File: src/rtl/arq_tx_pkg.sv
`timescale 1ns/1ps
package arq_tx_pkg;
   typedef enum logic [2:0] {
      TXN_OK        = 3'd0,
      TXN_OK_PEND   = 3'd1,
      TXN_CHAN_BUSY = 3'd3,
      TXN_NO_ACK    = 3'd5,
      TXN_RUNNING   = 3'd7
   } txn_code_e;

   typedef enum logic [1:0] {
      PH_IDLE   = 2'd0,
      PH_ACCESS = 2'd1,
      PH_SEND   = 2'd2,
      PH_LISTEN = 2'd3
   } txn_phase_e;
endpackage

File: src/rtl/arq_step_ctr.sv
`timescale 1ns/1ps
module arq_step_ctr #(
   parameter int W = 4
) (
   input  logic         clk,
   input  logic         rst_n,
   input  logic         clr,
   input  logic         inc,
   input  logic [W-1:0] limit,
   output logic         at_limit
);
   logic [W-1:0] cnt_q;

   generate
      if (W < 1) begin : g_bad_width
         $error("arq_step_ctr: W must be at least 1");
      end
   endgenerate

   always_ff @(posedge clk) begin
      if (!rst_n)      cnt_q <= '0;
      else if (clr)    cnt_q <= '0;
      else if (inc)    cnt_q <= cnt_q + 1'b1;
   end

   assign at_limit = (cnt_q == limit);

   // the sequencer never asks for another retry once the limit is reached
   a_r7_step_no_wrap: assert property (@(posedge clk) disable iff (!rst_n)
      (inc && !clr) |-> !at_limit);
endmodule

File: src/rtl/arq_win_timer.sv
`timescale 1ns/1ps
module arq_win_timer #(
   parameter int W = 8
) (
   input  logic         clk,
   input  logic         rst_n,
   input  logic         run,
   input  logic [W-1:0] len,
   output logic         expired
);
   logic [W-1:0] cnt_q;
   logic [W:0]   nxt;

   generate
      if (W < 1) begin : g_bad_width
         $error("arq_win_timer: W must be at least 1");
      end
   endgenerate

   always_ff @(posedge clk) begin
      if (!rst_n)    cnt_q <= '0;
      else if (!run) cnt_q <= '0;
      else           cnt_q <= cnt_q + 1'b1;
   end

   assign nxt     = {1'b0, cnt_q} + 1'b1;
   assign expired = run && (nxt >= {1'b0, len});

   // the window owner leaves the listening phase no later than the last window cycle
   a_r5_window_bounded: assert property (@(posedge clk) disable iff (!rst_n)
      (run && len != '0) |-> ({1'b0, cnt_q} < {1'b0, len}));
endmodule

File: src/rtl/arq_irq_latch.sv
`timescale 1ns/1ps
module arq_irq_latch #(
   parameter bit SET_WINS = 1'b1
) (
   input  logic clk,
   input  logic rst_n,
   input  logic set,
   input  logic clr,
   input  logic mask,
   output logic irq
);
   logic flag_q;

   generate
      if (SET_WINS) begin : g_set_first
         always_ff @(posedge clk) begin
            if (!rst_n)   flag_q <= 1'b0;
            else if (set) flag_q <= 1'b1;
            else if (clr) flag_q <= 1'b0;
         end
      end else begin : g_clr_first
         always_ff @(posedge clk) begin
            if (!rst_n)   flag_q <= 1'b0;
            else if (clr) flag_q <= 1'b0;
            else if (set) flag_q <= 1'b1;
         end
      end
   endgenerate

   assign irq = flag_q & mask;

   // flag is sticky until cleared, set by completion, dropped by a clear
   a_r8_flag_sticky: assert property (@(posedge clk) disable iff (!rst_n)
      (flag_q && !clr) |=> flag_q);
   a_r8_flag_set: assert property (@(posedge clk) disable iff (!rst_n)
      (set && (SET_WINS || !clr)) |=> flag_q);
   a_r8_flag_clear: assert property (@(posedge clk) disable iff (!rst_n)
      (clr && !set) |=> !flag_q);
endmodule

File: src/rtl/arq_tx_sequencer.sv
`timescale 1ns/1ps
module arq_tx_sequencer
   import arq_tx_pkg::*;
#(
   parameter int CCA_W = 3,
   parameter int FRM_W = 4,
   parameter int WIN_W = 8,
   parameter bit IRQ_SET_WINS = 1'b1
) (
   input  logic             clk,
   input  logic             rst_n,
   input  logic [CCA_W-1:0] cfg_cca_retries,
   input  logic [FRM_W-1:0] cfg_frame_retries,
   input  logic [WIN_W-1:0] cfg_ack_window,
   input  logic             start,
   input  logic             ack_request,
   output logic             cca_req,
   input  logic             cca_done,
   input  logic             cca_clear,
   output logic             tx_start,
   input  logic             tx_done,
   output logic             rx_on,
   input  logic             ack_rcvd,
   input  logic             ack_pending,
   output logic             busy,
   output logic [2:0]       status,
   input  logic             irq_mask,
   input  logic             irq_clear,
   output logic             irq
);
   localparam logic [CCA_W-1:0] BYPASS_CODE = {CCA_W{1'b1}};

   generate
      if (CCA_W < 1 || FRM_W < 1 || WIN_W < 1) begin : g_bad_cfg
         $error("arq_tx_sequencer: all widths must be at least 1");
      end
   endgenerate

   txn_phase_e ph_q, ph_n;
   txn_code_e  code_q, fin_code;
   logic       ackreq_q, bypass_q, txs_q;
   logic       accept, fin, go_access, go_send, cca_inc, frm_inc;
   logic       cca_at_lim, frm_at_lim, win_exp;
   logic       bypass_now;

   assign bypass_now = (cfg_cca_retries == BYPASS_CODE);
   assign accept     = (ph_q == PH_IDLE) && start;

   arq_step_ctr #(.W(CCA_W)) u_cca_ctr (
      .clk(clk), .rst_n(rst_n), .clr(go_access), .inc(cca_inc),
      .limit(cfg_cca_retries), .at_limit(cca_at_lim));

   arq_step_ctr #(.W(FRM_W)) u_frm_ctr (
      .clk(clk), .rst_n(rst_n), .clr(accept), .inc(frm_inc),
      .limit(cfg_frame_retries), .at_limit(frm_at_lim));

   arq_win_timer #(.W(WIN_W)) u_win (
      .clk(clk), .rst_n(rst_n), .run(ph_q == PH_LISTEN),
      .len(cfg_ack_window), .expired(win_exp));

   arq_irq_latch #(.SET_WINS(IRQ_SET_WINS)) u_irq (
      .clk(clk), .rst_n(rst_n), .set(fin), .clr(irq_clear),
      .mask(irq_mask), .irq(irq));

   always_comb begin
      ph_n      = ph_q;
      fin       = 1'b0;
      fin_code  = TXN_OK;
      go_access = 1'b0;
      go_send   = 1'b0;
      cca_inc   = 1'b0;
      frm_inc   = 1'b0;
      case (ph_q)
         PH_IDLE: begin
            if (start) begin
               if (bypass_now) begin go_send = 1'b1; ph_n = PH_SEND; end
               else begin go_access = 1'b1; ph_n = PH_ACCESS; end
            end
         end
         PH_ACCESS: begin
            if (cca_done) begin
               if (cca_clear) begin
                  go_send = 1'b1; ph_n = PH_SEND;
               end else if (cca_at_lim) begin
                  fin = 1'b1; fin_code = TXN_CHAN_BUSY; ph_n = PH_IDLE;
               end else begin
                  cca_inc = 1'b1;
               end
            end
         end
         PH_SEND: begin
            if (tx_done) begin
               if (ackreq_q) ph_n = PH_LISTEN;
               else begin fin = 1'b1; fin_code = TXN_OK; ph_n = PH_IDLE; end
            end
         end
         PH_LISTEN: begin
            if (ack_rcvd) begin
               fin = 1'b1; ph_n = PH_IDLE;
               fin_code = ack_pending ? TXN_OK_PEND : TXN_OK;
            end else if (win_exp) begin
               if (bypass_q || frm_at_lim) begin
                  fin = 1'b1; fin_code = TXN_NO_ACK; ph_n = PH_IDLE;
               end else begin
                  frm_inc = 1'b1; go_access = 1'b1; ph_n = PH_ACCESS;
               end
            end
         end
         default: ph_n = PH_IDLE;
      endcase
   end

   always_ff @(posedge clk) begin
      if (!rst_n) begin
         ph_q     <= PH_IDLE;
         code_q   <= TXN_RUNNING;
         ackreq_q <= 1'b0;
         bypass_q <= 1'b0;
         txs_q    <= 1'b0;
      end else begin
         ph_q  <= ph_n;
         txs_q <= go_send;
         if (accept) begin
            code_q   <= TXN_RUNNING;
            ackreq_q <= ack_request;
            bypass_q <= bypass_now;
         end else if (fin) begin
            code_q <= fin_code;
         end
      end
   end

   assign busy     = (ph_q != PH_IDLE);
   assign cca_req  = (ph_q == PH_ACCESS);
   assign rx_on    = (ph_q == PH_LISTEN);
   assign tx_start = txs_q;
   assign status   = code_q;

   a_r1_start_busy: assert property (@(posedge clk) disable iff (!rst_n)
      (start && !busy) |=> busy);
   a_r2_busy_running: assert property (@(posedge clk) disable iff (!rst_n)
      busy |-> (status == 3'd7));
   a_r2_end_coded: assert property (@(posedge clk) disable iff (!rst_n)
      $fell(busy) |-> (status != 3'd7));
   a_r3_noack_finish: assert property (@(posedge clk) disable iff (!rst_n)
      (ph_q == PH_SEND && tx_done && !ackreq_q) |=> (!busy && status == 3'd0));
   a_r4_listen_after_send: assert property (@(posedge clk) disable iff (!rst_n)
      (ph_q == PH_SEND && tx_done && ackreq_q) |=> rx_on);
   a_r6_bypass_no_access: assert property (@(posedge clk) disable iff (!rst_n)
      (busy && bypass_q) |-> !cca_req);
   a_r6_send_pulse: assert property (@(posedge clk) disable iff (!rst_n)
      tx_start |=> !tx_start);
   a_r10_stray_ack: assert property (@(posedge clk) disable iff (!rst_n)
      (!busy && !start && ack_rcvd) |=> ($stable(status) && !busy));
endmodule

File: config.mk
export PLATFORM = sky130hd
export DESIGN_NAME = arq_tx_sequencer
export DESIGN_NICKNAME = d
export VERILOG_FILES = /design/src/rtl/arq_tx_pkg.sv /design/src/rtl/arq_step_ctr.sv /design/src/rtl/arq_win_timer.sv /design/src/rtl/arq_irq_latch.sv /design/src/rtl/arq_tx_sequencer.sv
export SDC_FILE = /design/constraint.sdc
export NUM_CORES = 1
export LEC_CHECK = 0
export BUFFER_PORTS_ARGS = -buffer_cell sky130_fd_sc_hd__buf_2
export CORE_UTILIZATION = 53
export CTS_CLUSTER_SIZE = 40
export DETAILED_ROUTE_END_ITERATION = 6
export PLACE_DENSITY = 0.78
export SYNTH_ARGS = -nofsm -noshare
export SYNTH_HDL_FRONTEND = slang
export SYNTH_SLANG_ARGS = --single-unit
File: constraint.sdc
create_clock -name clk -period 3.4 [get_ports clk]
set_input_delay 0 -clock clk [delete_from_list [all_inputs] [get_ports clk]]
set_output_delay 0 -clock clk [all_outputs]
set_load 0.01 [all_outputs]
==> reports/qor.tcl <==
set qor(design.core.area_um2) 2570
set qor(final_layout_size_suffix_gt1_share_pct) 20.4
set qor(timing_worst_slew_pin_value_ns) 0.538
set qor(insertedDiodeCount) 0
set qor(postLayoutCellArea_um2) 1740
set qor(portBuffers) 33
set qor(route.detailed.drc) 0
set qor(ir_worst_vdd_v) 0.000330
set qor(clk_path_buf_depth) 2
set qor(layout_worst_path_cycle_share_pct) 78.9
set qor(path_max_fanout) 6
set qor(grt_pass1_wl_mm) 5.11
set qor(worst_setup_path_start_kind) {flop}
set qor(fillers) 207
set qor(final-setup-viol-count) 0
set qor(slew_limit_fails) 0
set qor(final-seq-area_um2) 480
set qor(die-area_um2) 3030
set qor(clock_sink_count) 24
set qor(clock-root-buffer) {sky130_fd_sc_hd__clkbuf_4}
set qor(async_flop_share_pct) 0
set qor(sum_neg_setup_slack_ns) 0
set qor(worst_slew_margin_rel_pct) 63.9
set qor(max_clock_freq_mhz) 373
set qor(max_cap_viol_count) 0
set qor(yosysTopAreaCell) {sky130_fd_sc_hd__dfxtp_1}
set qor(fin_worst_skew_ns) 0.000986
set qor(tritoncts) {done}
set qor(setup_repair_after_global_routing_missed_its_margin) {false}
set qor(timing_worst_setup_path_type) {flop to flop}
set qor(synth-edff-count) 0
set qor(drt_wl_total_mm) 3.15
set qor(htree_num_levels) 1
set qor(detail_route.wl_per_cell_um) 13.1
set qor(syn_area_per_cell_um2) 8.57
set qor(hold_path_class) {primary input to flop}
set qor(pin_count) 34
set qor(drt-pass1-iter-count) 4
set qor(grt_antenna_before_repair) 0
set qor(switching_power_mw) 0.204
set qor(route.detailed.vias_per_inst) 5.44
set qor(postCtsResizedCells) 0
set qor(postSynthNetCount) 215
set qor(synth-main-ff-cell) {sky130_fd_sc_hd__dfxtp_1}
set qor(length_of_routed_met2_wiring_mm) 1.45
set qor(worst_setup_hold_path_clk_slew_ns) 0.12
set qor(fp.dieW_um) 55.0
set qor(multiInputGateArea_um2) 943
set qor(synth_top_cells_by_area) {sky130_fd_sc_hd__dfxtp_1 32%, sky130_fd_sc_hd__ha_1 13%, sky130_fd_sc_hd__xnor2_1 7.6%}
set qor(switching_share_pct) 33.2
set qor(mappedNetlistArea_um2) 1490
set qor(report.power.total_mw) 0.615
set qor(arrival_ns) 2.90
set qor(top_signal_layer_used) {met4}
set qor(grt_pass1_vias) 1189
set qor(status) {finished, final reports clean}
set qor(detailedPlacementHpwl_mm) 2.52
set qor(power.leakage_nw) 0.770
set qor(grt_start_max_net_pins) 16
set qor(final_net_count) 254
set qor(power.density_cell_area_nw_per_um2) 354
set qor(setup_crit_end_kind) {flop}
set qor(globalplace.congestion) 0.873
set qor(ys_warn_count) 0
set qor(seq_area_frac_synth_pct) 32.2
set qor(met3RoutedLength_um) 120
set qor(combinationalPowerShare_pct) 31.0
set qor(power.share.sequential_pct) 49.8
set qor(data_required_time_of_the_critical_path_ns) 3.62
set qor(globalRouteOverflowTotal) 0
set qor(number_of_buffers_created_by_cts) 3
set qor(detail-route-antenna-nets) 0
set qor(final_period_minus_worst_setup_slack_ns) 2.68
set qor(cellInternalPower_mw) 0.411
set qor(initial_core_util_pct) 58.1
set qor(gr-usage-all-layers_pct) 23.8
set qor(m1WireLength_mm) 1.56
set qor(synth_top_cell_area_share_pct) 32.2
set qor(placed_area_um2) 1690
set qor(synth.lib_cells_used.distinct) 37
set qor(clock_latency_ns) 0.30
set qor(via_count) 1311
set qor(share_clk_of_total_power_pct) 19.2
set qor(post_synth_inst_count) 174
set qor(final_hold_viol_count) 0
set qor(die_y_um) 55.0
set qor(ys_seq_elements) 24
set qor(detail_route.iter0.violations) 19
set qor(flow.area_growth_from_synthesis_pct) 16.6
set qor(placementRows) 18
## registers in the layout (all words and copies together) (netlist names)
name and flops:
u_win.cnt_q 8, tx_start 1, u_cca_ctr.cnt_q 3, ph_q 2
u_frm_ctr.cnt_q 4, status 3, u_irq.flag_q 1, ackreq_q 1
bypass_q 1
## Yosys cell counts, types with 3 or more instances
library cell	number
sky130_fd_sc_hd__ha_1	15
sky130_fd_sc_hd__o211ai_1	4
sky130_fd_sc_hd__dfxtp_1	24
sky130_fd_sc_hd__nand3_1	8
sky130_fd_sc_hd__mux2i_1	3
sky130_fd_sc_hd__and2_1	3
sky130_fd_sc_hd__o21ai_0	6
sky130_fd_sc_hd__xnor2_1	13
sky130_fd_sc_hd__nand4_1	3
sky130_fd_sc_hd__nor2b_1	10
sky130_fd_sc_hd__nand2_1	18
sky130_fd_sc_hd__inv_1	16
sky130_fd_sc_hd__a21oi_1	5
sky130_fd_sc_hd__and3_1	3
sky130_fd_sc_hd__xor2_1	4
sky130_fd_sc_hd__nor2_1	13
## cells in the final DEF (no fill, tap or decap)
cell type / instances
sky130_fd_sc_hd__and2b_4: 1
sky130_fd_sc_hd__a21oi_1: 5
sky130_fd_sc_hd__a41oi_2: 1
sky130_fd_sc_hd__nor2b_1: 10
sky130_fd_sc_hd__o21ai_4: 1
sky130_fd_sc_hd__o31a_2: 1
sky130_fd_sc_hd__nand2_1: 18
sky130_fd_sc_hd__ha_1: 15
sky130_fd_sc_hd__a21boi_0: 1
sky130_fd_sc_hd__and4_2: 1
sky130_fd_sc_hd__a311oi_1: 1
sky130_fd_sc_hd__nor3_1: 2
sky130_fd_sc_hd__nor2_1: 13
sky130_fd_sc_hd__o211ai_1: 4
sky130_fd_sc_hd__buf_2: 33
sky130_fd_sc_hd__o311ai_0: 1
sky130_fd_sc_hd__o21ai_0: 6
sky130_fd_sc_hd__mux2i_1: 3
sky130_fd_sc_hd__o21a_1: 1
sky130_fd_sc_hd__a211oi_1: 1
sky130_fd_sc_hd__nor3b_1: 1
sky130_fd_sc_hd__o31ai_1: 2
sky130_fd_sc_hd__dfxtp_1: 24
sky130_fd_sc_hd__nand3_1: 8
sky130_fd_sc_hd__xor2_1: 4
sky130_fd_sc_hd__and3_1: 3
sky130_fd_sc_hd__dlygate4sd3_1: 3
sky130_fd_sc_hd__o32ai_2: 1
sky130_fd_sc_hd__nand4_1: 3
sky130_fd_sc_hd__o211a_1: 1
sky130_fd_sc_hd__a221o_2: 1
sky130_fd_sc_hd__and2_1: 3
sky130_fd_sc_hd__inv_1: 16
sky130_fd_sc_hd__o221ai_1: 2
sky130_fd_sc_hd__xnor2_1: 13
sky130_fd_sc_hd__or4_1: 1
sky130_fd_sc_hd__clkbuf_4: 3
sky130_fd_sc_hd__a31oi_1: 2
sky130_fd_sc_hd__or3_1: 1
## cell type report
type	instances	area share [%]
clock buffers	3	1.29
well taps	30	2.16
inverters	16	3.45
multi-input cells	132	54.2
flip-flops and latches	24	27.6
repair buffers	36	11.2
## metal layers
layer / global-route usage (%) / vias up
met4: 3.75 / 0
met1: 31.1 / 605
met3: 6.56 / 2
met2: 39.4 / 24
li1: - / 680
met5: 0 / -
## worst max-delay path, stage by stage, from the launching register on
cell,delay (ns)
sky130_fd_sc_hd__dfxtp_1,0.44
sky130_fd_sc_hd__ha_1,0.25
sky130_fd_sc_hd__nand3_1,0.11
sky130_fd_sc_hd__xnor2_1,0.19
sky130_fd_sc_hd__ha_1,0.27
sky130_fd_sc_hd__a211oi_1,0.20
sky130_fd_sc_hd__nand2_1,0.08
sky130_fd_sc_hd__a221o_2,0.41
sky130_fd_sc_hd__nor3_1,0.40
sky130_fd_sc_hd__o211ai_1,0.15
sky130_fd_sc_hd__o31ai_1,0.08
## final timing paths
path                  startpoint                 end  slack [ns]  cells past startpoint
setup / recovery  u_win.cnt_q[0]             ph_q[1]        0.72                     10
hold / removal             rst_n  u_cca_ctr.cnt_q[0]        0.02                      3
setup reg to reg  u_win.cnt_q[0]             ph_q[1]        0.72                     10
hold reg to reg         ackreq_q            ackreq_q        0.48                      2
## repair_timing
item,4_1_cts,5_1_grt
hold buffers,3,0
buffers inserted,0,0
endpoints found under the setup margin,0,0
endpoints found under the hold margin,2,0
## per-stage QoR
stage | utilization [%] | hold WS, ns | std cells | setup slack, ns
after global routing | 67.7 | 0.00417 | 241 | 0.404
after detailed placement | 65.7 | 0.276 | 235 | 0.746
after CTS | 67.7 | 0.0105 | 241 | 0.714
final | 67.7 | 0.0167 | 241 | 0.718
after floorplan | - | 0.139 | 174 | 0.992
after global placement | 65.7 | 0.276 | 235 | 0.794
## cell families (layout without fill, tap and decap cells)
group	Yosys count	in the layout	share of synthesized area (%)
AND/OR/NAND/NOR	65	65	21.9
XOR/XNOR	17	17	9.98
buffers and inverters	18	55	4.53
AO/OA/AOI/OAI	32	32	16.8
adder cells (fa/ha/maj)	15	15	12.6
multiplexers	3	3	2.01
flip-flops	24	24	32.2
## power by group through the flow
stage / combinational, mW / clock [mW] / sequential (mW)
3_5_place_dp: 0.181 / 0 / 0.313
6_report: 0.191 / 0.118 / 0.307
2_1_floorplan: 0.122 / 0 / 0.311
4_1_cts: 0.186 / 0.123 / 0.306
5_1_grt: 0.212 / 0.135 / 0.310
3_3_place_gp: 0.177 / 0 / 0.312
Note: power is estimated with default switching activity, not from simulation.
